===== config.mk =====
export PLATFORM = sky130hd
export DESIGN_NAME = core_seq
export DESIGN_NICKNAME = d
export VERILOG_FILES = /design/src/rtl/core_seq_pkg.sv /design/src/rtl/core_phase_ctl.sv /design/src/rtl/core_sel_decode.sv /design/src/rtl/core_plane_path.sv /design/src/rtl/core_seq.sv
export SDC_FILE = /design/constraint.sdc
export NUM_CORES = 1
export LEC_CHECK = 0
export ABC_CLOCK_PERIOD_IN_PS = 2900
export BUFFER_PORTS_ARGS = -buffer_cell sky130_fd_sc_hd__buf_2
export CAP_MARGIN = 20
export CORE_UTILIZATION = 40
export DETAILED_ROUTE_END_ITERATION = 7
export GPL_TIMING_DRIVEN = 0
export PLACE_DENSITY = 0.67
export SETUP_SLACK_MARGIN = 0.3
export SYNTH_ARGS = -nofsm -noshare
export SYNTH_HDL_FRONTEND = slang
export SYNTH_SLANG_ARGS = --single-unit

===== constraint.sdc =====
create_clock -name clk -period 2.9 [get_ports clk]
set_clock_uncertainty 0.1 [all_clocks]
set_input_delay 0.29 -clock clk [delete_from_list [all_inputs] [get_ports clk]]
set_output_delay 0.29 -clock clk [all_outputs]
set_load 0.005 [all_outputs]

===== src/rtl/core_seq_pkg.sv =====
package core_seq_pkg;
  typedef enum logic [2:0] {
    PH_IDLE    = 3'd0,
    PH_CLEAR   = 3'd1,
    PH_LATCH   = 3'd2,
    PH_SET     = 3'd3,
    PH_RECOVER = 3'd4
  } phase_t;
endpackage


===== src/rtl/core_phase_ctl.sv =====
module core_phase_ctl
  import core_seq_pkg::*;
#(
  parameter int CLR_CYC = 2,
  parameter int LAT_CYC = 1,
  parameter int SET_CYC = 2,
  parameter int REC_CYC = 1
) (
  input  logic   clk,
  input  logic   rst,
  input  logic   start,
  output phase_t phase,
  output logic   last
);
  localparam int MAX_A = (CLR_CYC > LAT_CYC) ? CLR_CYC : LAT_CYC;
  localparam int MAX_B = (SET_CYC > REC_CYC) ? SET_CYC : REC_CYC;
  localparam int MAXC  = (MAX_A > MAX_B) ? MAX_A : MAX_B;
  localparam int CW    = (MAXC < 2) ? 1 : $clog2(MAXC);

  logic [CW-1:0] cnt;
  phase_t        nxt;

  function automatic logic [CW-1:0] len_of(phase_t p);
    case (p)
      PH_CLEAR:   len_of = CW'(CLR_CYC - 1);
      PH_LATCH:   len_of = CW'(LAT_CYC - 1);
      PH_SET:     len_of = CW'(SET_CYC - 1);
      PH_RECOVER: len_of = CW'(REC_CYC - 1);
      default:    len_of = '0;
    endcase
  endfunction

  always_comb begin
    case (phase)
      PH_CLEAR:   nxt = PH_LATCH;
      PH_LATCH:   nxt = PH_SET;
      PH_SET:     nxt = PH_RECOVER;
      default:    nxt = PH_IDLE;
    endcase
  end

  always_ff @(posedge clk) begin
    if (rst) begin
      phase <= PH_IDLE;
      cnt   <= '0;
    end else if (phase == PH_IDLE) begin
      if (start) begin
        phase <= PH_CLEAR;
        cnt   <= len_of(PH_CLEAR);
      end
    end else if (cnt == '0) begin
      phase <= nxt;
      cnt   <= len_of(nxt);
    end else begin
      cnt <= cnt - 1'b1;
    end
  end

  assign last = (phase != PH_IDLE) && (cnt == '0);
endmodule


===== src/rtl/core_sel_decode.sv =====
module core_sel_decode #(
  parameter  int LINES = 4,
  localparam int LB    = $clog2(LINES)
) (
  input  logic [LB-1:0]    idx,
  output logic [LINES-1:0] hot
);
  for (genvar i = 0; i < LINES; i++) begin : g_line
    assign hot[i] = (idx == LB'(i));
  end
endmodule


===== src/rtl/core_plane_path.sv =====
module core_plane_path
  import core_seq_pkg::*;
#(
  parameter int WIDTH = 8
) (
  input  logic             clk,
  input  logic             rst,
  input  logic             start,
  input  phase_t           phase,
  input  logic             last,
  input  logic             is_wr,
  input  logic [WIDTH-1:0] wdata,
  input  logic [WIDTH-1:0] sense,
  output logic [WIDTH-1:0] inhibit,
  output logic [WIDTH-1:0] sensed
);
  for (genvar b = 0; b < WIDTH; b++) begin : g_plane
    logic acc_q;
    logic mask_q;
    always_ff @(posedge clk) begin
      if (rst) begin
        acc_q  <= 1'b0;
        mask_q <= 1'b0;
      end else begin
        if (start)
          acc_q <= 1'b0;
        else if (phase == PH_CLEAR)
          acc_q <= acc_q | sense[b];
        if (phase == PH_LATCH && last)
          mask_q <= is_wr ? ~wdata[b] : ~acc_q;
      end
    end
    assign inhibit[b] = (phase == PH_SET) && mask_q;
    assign sensed[b]  = acc_q;
  end
endmodule


===== src/rtl/core_seq.sv =====
module core_seq
  import core_seq_pkg::*;
#(
  parameter  int WIDTH   = 8,
  parameter  int LINES   = 4,
  parameter  int CLR_CYC = 2,
  parameter  int LAT_CYC = 1,
  parameter  int SET_CYC = 2,
  parameter  int REC_CYC = 1,
  localparam int LB      = $clog2(LINES),
  localparam int AW      = 2 * LB
) (
  input  logic             clk,
  input  logic             rst,
  input  logic             req_valid,
  input  logic             req_write,
  input  logic [AW-1:0]    req_addr,
  input  logic [WIDTH-1:0] req_wdata,
  output logic             req_ready,
  output logic [LINES-1:0] x_clr,
  output logic [LINES-1:0] y_clr,
  output logic [LINES-1:0] x_set,
  output logic [LINES-1:0] y_set,
  output logic [WIDTH-1:0] inhibit,
  input  logic [WIDTH-1:0] sense,
  output logic             rd_valid,
  output logic [WIDTH-1:0] rd_data,
  output logic             wr_done
);
  phase_t           phase;
  logic             last;
  logic             start;
  logic             wr_q;
  logic [AW-1:0]    addr_q;
  logic [WIDTH-1:0] wdata_q;
  logic [WIDTH-1:0] sensed;
  logic [LINES-1:0] x_hot, y_hot;
  logic             finish;

  assign req_ready = (phase == PH_IDLE);
  assign start     = req_valid && req_ready;
  assign finish    = (phase == PH_RECOVER) && last;

  core_phase_ctl #(
    .CLR_CYC(CLR_CYC), .LAT_CYC(LAT_CYC), .SET_CYC(SET_CYC), .REC_CYC(REC_CYC)
  ) u_ctl (
    .clk(clk), .rst(rst), .start(start), .phase(phase), .last(last)
  );

  core_sel_decode #(.LINES(LINES)) u_xdec (.idx(addr_q[AW-1:LB]), .hot(x_hot));
  core_sel_decode #(.LINES(LINES)) u_ydec (.idx(addr_q[LB-1:0]),  .hot(y_hot));

  core_plane_path #(.WIDTH(WIDTH)) u_path (
    .clk(clk), .rst(rst), .start(start), .phase(phase), .last(last),
    .is_wr(wr_q), .wdata(wdata_q), .sense(sense),
    .inhibit(inhibit), .sensed(sensed)
  );

  always_ff @(posedge clk) begin
    if (rst) begin
      wr_q     <= 1'b0;
      addr_q   <= '0;
      wdata_q  <= '0;
      rd_valid <= 1'b0;
      wr_done  <= 1'b0;
      rd_data  <= '0;
    end else begin
      if (start) begin
        wr_q    <= req_write;
        addr_q  <= req_addr;
        wdata_q <= req_wdata;
      end
      rd_valid <= finish && !wr_q;
      wr_done  <= finish && wr_q;
      if (finish && !wr_q)
        rd_data <= sensed;
    end
  end

  assign x_clr = (phase == PH_CLEAR) ? x_hot : '0;
  assign y_clr = (phase == PH_CLEAR) ? y_hot : '0;
  assign x_set = (phase == PH_SET)   ? x_hot : '0;
  assign y_set = (phase == PH_SET)   ? y_hot : '0;
endmodule


Word level (Yosys, flattened, before mapping)
Index checks and enable logic that the tools add are counted.

Register bits: 43. Input bits: 24. Logic and storage cells: 106.

Add/sub/neg operators: 1. Eq/ne operators: 14. Multiplexer cells: 20. Bitwise operators: 25. Reduce and logical (&&, ||, !) cells: 22.

Operators with widths (number): $not 1->1 (17); $mux 4 (4); $logic_and 1x1->1 (14); $mux 1 (12); $eq 3x2->1 const B (3); $mux 3 (3); $pmux 3 s3 (1); $eq 2x2->1 const B (4); $or 1x1->1 (8); $eq 3x1->1 const B (2); $eq 2x1->1 const B (2); $logic_not 2->1 (2); $reduce_or 2->1 (2); $eq 3x3->1 const B (1); $logic_not 3->1 (1); $reduce_bool 3->1 (1); $ne 2x1->1 const B (1); $ne 2x2->1 const B (1); $reduce_and 2->1 (1); $logic_not 1->1 (1); $sub 1x1->1 const B (1).

Logic depth before layout (Yosys ltp)
Depth in word-level cells: 7. Gate-level depth with buffers: 5.

Modules after synthesis
From an unflattened synthesis, not the netlist that was laid out.

Cells, all modules: 228. Area total of the unflattened synthesis: 2040.7 µm².

By module, submodules not included: core_seq (times used 1, cells each 117, area each 1039.7 µm²); core_plane_path (times used 1, cells each 80, area each 764.5 µm²); core_phase_ctl (times used 1, cells each 23, area each 183.9 µm²); core_sel_decode (times used 2, cells each 4, area each 26.3 µm²).

Worst setup path before layout
Ideal clock, no wire load.

Kind: register to output. Start: reg u_ctl.phase[2]. End: out x_clr[0]. Arrival: 1269 ps. Required time: 2510 ps. Path slack: 1241 ps. Cell stages (with the launch flop): 5. Buffers on the path: 2. Path through: dfxtp_1 -> buf_2 -> or3b_2 -> clkbuf_1 -> nor3_1.

Word-level cells in the longest chain between the ends: 2.

RTL lines: start: declaration (line core_phase_ctl.sv:12) `output phase_t phase,`; start signal: assignment (line core_phase_ctl.sv:52) `phase <= nxt;`; $eq 3x1->1 (line core_seq.sv:80) `assign x_clr = (phase == PH_CLEAR) ? x_hot : '0;`; $mux 4 (line core_seq.sv:80); end: declaration (line core_seq.sv:20) `output logic [LINES-1:0] x_clr,`.

No other way between the ends.

Worst setup path in the final report
Start: reg u_ctl.phase[2]. End: out y_clr[0].

Word-level cells in the longest chain between the ends: 2.

RTL lines: $eq 3x1->1 (line core_seq.sv:81) `assign y_clr = (phase == PH_CLEAR) ? y_hot : '0;`; $mux 4 (line core_seq.sv:81); end: declaration (line core_seq.sv:21) `output logic [LINES-1:0] y_clr,`.

No other way between the ends.

==> summary.md <==
| Metric | Value |
|---|---|
| Status | `complete, no violations` |
| Number of core rows | `23` |
| Most used cell, CP | `buf_2` |
| Fraction of layout cells with a size suffix above 1 | `0.2852` |
| CORE AREA | `around 4100 sq um` |
| Ports | `59` |
| Leakage | `0.0009760 uW` |
| Ys Warns | `0` |
| Via Count | `around 1,600` |
| CTS tree | `yes` |
| Clock share of power | `0.379` |
| Die Y | `slightly below 70 microns` |
| Vias in the first global route | `about 1,400` |
| Sw frac | `0.2524` |
| Fill cell total of the finished layout | `433` |
| Register area | `approximately 860 sq um` |
| Routed WL | `a little over 4000 microns` |
| Multi-input gate area | `849.6 sq um` |
| Synthesis-to-layout area growth | `27.00%` |
| Mapped Nets | `around 240` |
| Slew @ Worst Pin | `roughly 0.70 ns` |
| Inserted Clock Buffers | `5` |
| Final worst-path cycle share | `0.7498` |
| Fin crit period | `approximately 2.2 ns` |
| Int Power | `1070 uW` |
| H-tree levels | `2` |
| Largest net degree at the start of global routing | `14` |
| Final Wtd Congestion | `a little over 0.8` |
| Kind of critical path | `register to output pin` |
| NetSw | `around 360 uW` |
| Syn avg cell area | `8.392 sq um` |
| CP Cell Sequence | `buf_2 > or3b_2 > clkbuf_1 > nor3_1 > buf_2` |
| Seq cells post-synth | `43` |
| Yosys cell types | `24` |
| Root Buffer | `clkbuf_8` |
| Worst-path maximum fanout | `10` |
| CTS sink cnt | `between 40 and 50` |
| Worst reg2reg path startpoint | `u_ctl.phase[0]` |
| Hold depth | `3` |
| Final Hold Viols | `0` |
| Pre-antenna DRT Iters | `4` |
| Fmax | `about 460 MHz` |
| Global-route wire length before repair | `6410 microns` |
| Logic pwr share | `0.157` |
| CTS resizes | `0` |
| Total gr overflow | `0` |
| Mapped Cells | `212` |
| Most frequent cells in the layout | `64 x buf_2, 48 x nand2_1, 43 x dfxtp_1` |
| Reg2Reg Setup Slack | `about 1.2 ns` |
| Setup crit start kind | `register` |
| Postcts setup bufs | `0` |
| Cts-stage hold buffer count | `0` |
| Unrepaired setup endpoints after global routing | `no` |
| Die Span X | `between 60 and 70 microns` |
| Via density per instance | `between 4 and 5` |
| Cell area power density | `about 630 nW/um^2` |
| Full die area | `approximately 4700 sq um` |
| Fin. max-slew vios | `0` |
| IO Port Bufs | `57` |
| Max cap viols | `0` |
| WHS | `between 0.1 and 0.15 ns` |
| Worst path slowest cell | `or3b_2` |
| Initial DRC Count | `93` |
| Clk buf depth | `2` |
| Post-route DRC | `0` |
| WL/cell | `roughly 12 microns` |
| DPL Wire Length | `around 3000 microns` |
| Number of cells on the worst reg-to-reg path | `4` |
| CP arrival | `1.78 ns` |
| Sequential area share after synthesis | `0.4838` |
| N_diodes | `0` |
| Antenna-violating nets left | `0` |
| Initial antenna violation count | `0` |
| Clk_lat worst skew | `0.29 ns` |
| Commonest non-fill, non-tap cell in the layout | `buf_2` |
| Fin nets | `300` |
| Slew headroom | `0.5320` |
| Setup TNS | `0 ns` |
| Cell Area, Synth | `~1800 sq um` |
| Peak VDD IR | `approximately 0.00038 V` |
| CTS clk-pin slew, worst paths | `0.08 ns` |
| Worst Setup SP | `u_ctl.phase[2]` |
| Hold Crit Start | `sense[3]` |
| # setup viols final | `0` |
| CP Capture Type | `output pin` |
| Slowest stage delay, CP | `roughly 0.44 ns` |
| HP Class | `input port to register` |
| Initial Util | `0.4293` |
| Reg-to-Reg End | `rd_data[0]` |
| Sequential Power Share | `0.464` |
| Total Routing Usage GR | `0.1908` |
| Hold path endpoint | `u_path.g_plane[3].acc_q` |
| WP data required | `around 2.5 ns` |
## per-stage QoR
step / cell area, sq um / power (uW) / std cells / utilization / setup WS, ns
2_1_floorplan: 1779 / 833.0 / 212 / - / 1.241
3_3_place_gp: 2127 / 899.2 / 319 / 0.5133 / 1.052
3_5_place_dp: 2127 / 904.6 / 319 / 0.5133 / 1.050
4_1_cts: 2260 / 1441 / 327 / 0.5453 / 0.7227
5_1_grt: 2260 / 1503 / 327 / 0.5453 / 0.6068
6_report: 2260 / 1431 / 327 / 0.5453 / 0.7255
## routing by layer
| layer | vias up | routed length, microns | global-route usage | part of all wire |
|---|---|---|---|---|
| met1 | 721 | 1873 | 0.2523 | 0.46 |
| met4 | 0 | 65 | 0.1071 | 0.016 |
| met5 | - | 0 | 0 | 0 |
| met2 | 35 | 1860 | 0.2855 | 0.46 |
| li1 | 839 | - | - | - |
| met3 | 5 | 237 | 0.04276 | 0.059 |
## power groups by stage
stage	Clock (uW)	Combinational [uW]	Sequential, uW
finish	542	225	665
global route	578	254	671
CTS	550	226	665
detailed placement	0	225	679
global placement	0	222	677
floorplan	0	163	670
## kinds of logic (layout without fill, tap and decap cells)
| family | count (synthesis) | in the layout | share of synthesized area |
|---|---|---|---|
| buffers and inverters | 14 | 79 | 0.03867 |
| and+or+nand+nor | 104 | 104 | 0.2946 |
| DFF | 43 | 43 | 0.4838 |
| muxes | 8 | 8 | 0.04501 |
| AOI/OAI and AO/OA | 43 | 43 | 0.1378 |
## worst max-delay path, delay by kind of cell, from the launching register on
kind	cells	cell delay (ns)
and+or+nand+nor	2	0.60
buffers and inverters	3	0.53
DFF	1	0.35
## flip-flops by register name (all words and copies together), names as in the netlist
| name | count |
|---|---|
| wr_done | 1 |
| u_ctl.phase | 3 |
| wdata_q | 8 |
| u_path.g_plane.acc_q | 8 |
| u_path.g_plane.mask_q | 8 |
| addr_q | 4 |
| rd_valid | 1 |
| rd_data | 8 |
| wr_q | 1 |
| u_ctl.cnt | 1 |
## cells in the mapped netlist
cell type	count	area share
nand2_1	48	0.10
dfxtp_1	43	0.48
a21oi_1	34	0.096
nor2_1	25	0.053
a22o_1	8	0.039
and2_1	8	0.028
mux2i_1	8	0.045
buf_2	7	0.020
clkbuf_1	6	0.013
nand2b_1	5	0.018
nor3_1	5	0.014
nor3b_1	2	0.0084
or4b_1	2	0.011
buf_6	1	0.0063
nand3_1	1	0.0028
nand3b_1	1	0.0042
nor3_4	1	0.0091
nor3b_2	1	0.0070
nor4b_2	1	0.0084
nor4b_4	1	0.013
o21ai_0	1	0.0028
or2_2	1	0.0035
or3b_2	1	0.0049
or4b_4	1	0.0077
## how the worst max path moves through the flow
stage	end	cells after the start
2_1_floorplan	x_clr[0]	4
3_3_place_gp	y_clr[0]	5
3_5_place_dp	y_clr[0]	5
4_1_cts	y_clr[0]	5
5_1_grt	y_clr[0]	5
6_report	y_clr[0]	5
## final cells by class
class                           count  area share
Sequential cell                    43      0.3810
Buffer                             14     0.03045
Clock inverter                      2     0.02658
Timing Repair Buffer               57      0.1262
Tap cell                           50     0.02769
Multi-Input combinational cell    155      0.3760
Clock buffer                        6     0.03212
(Power assumes the default switching activity.)
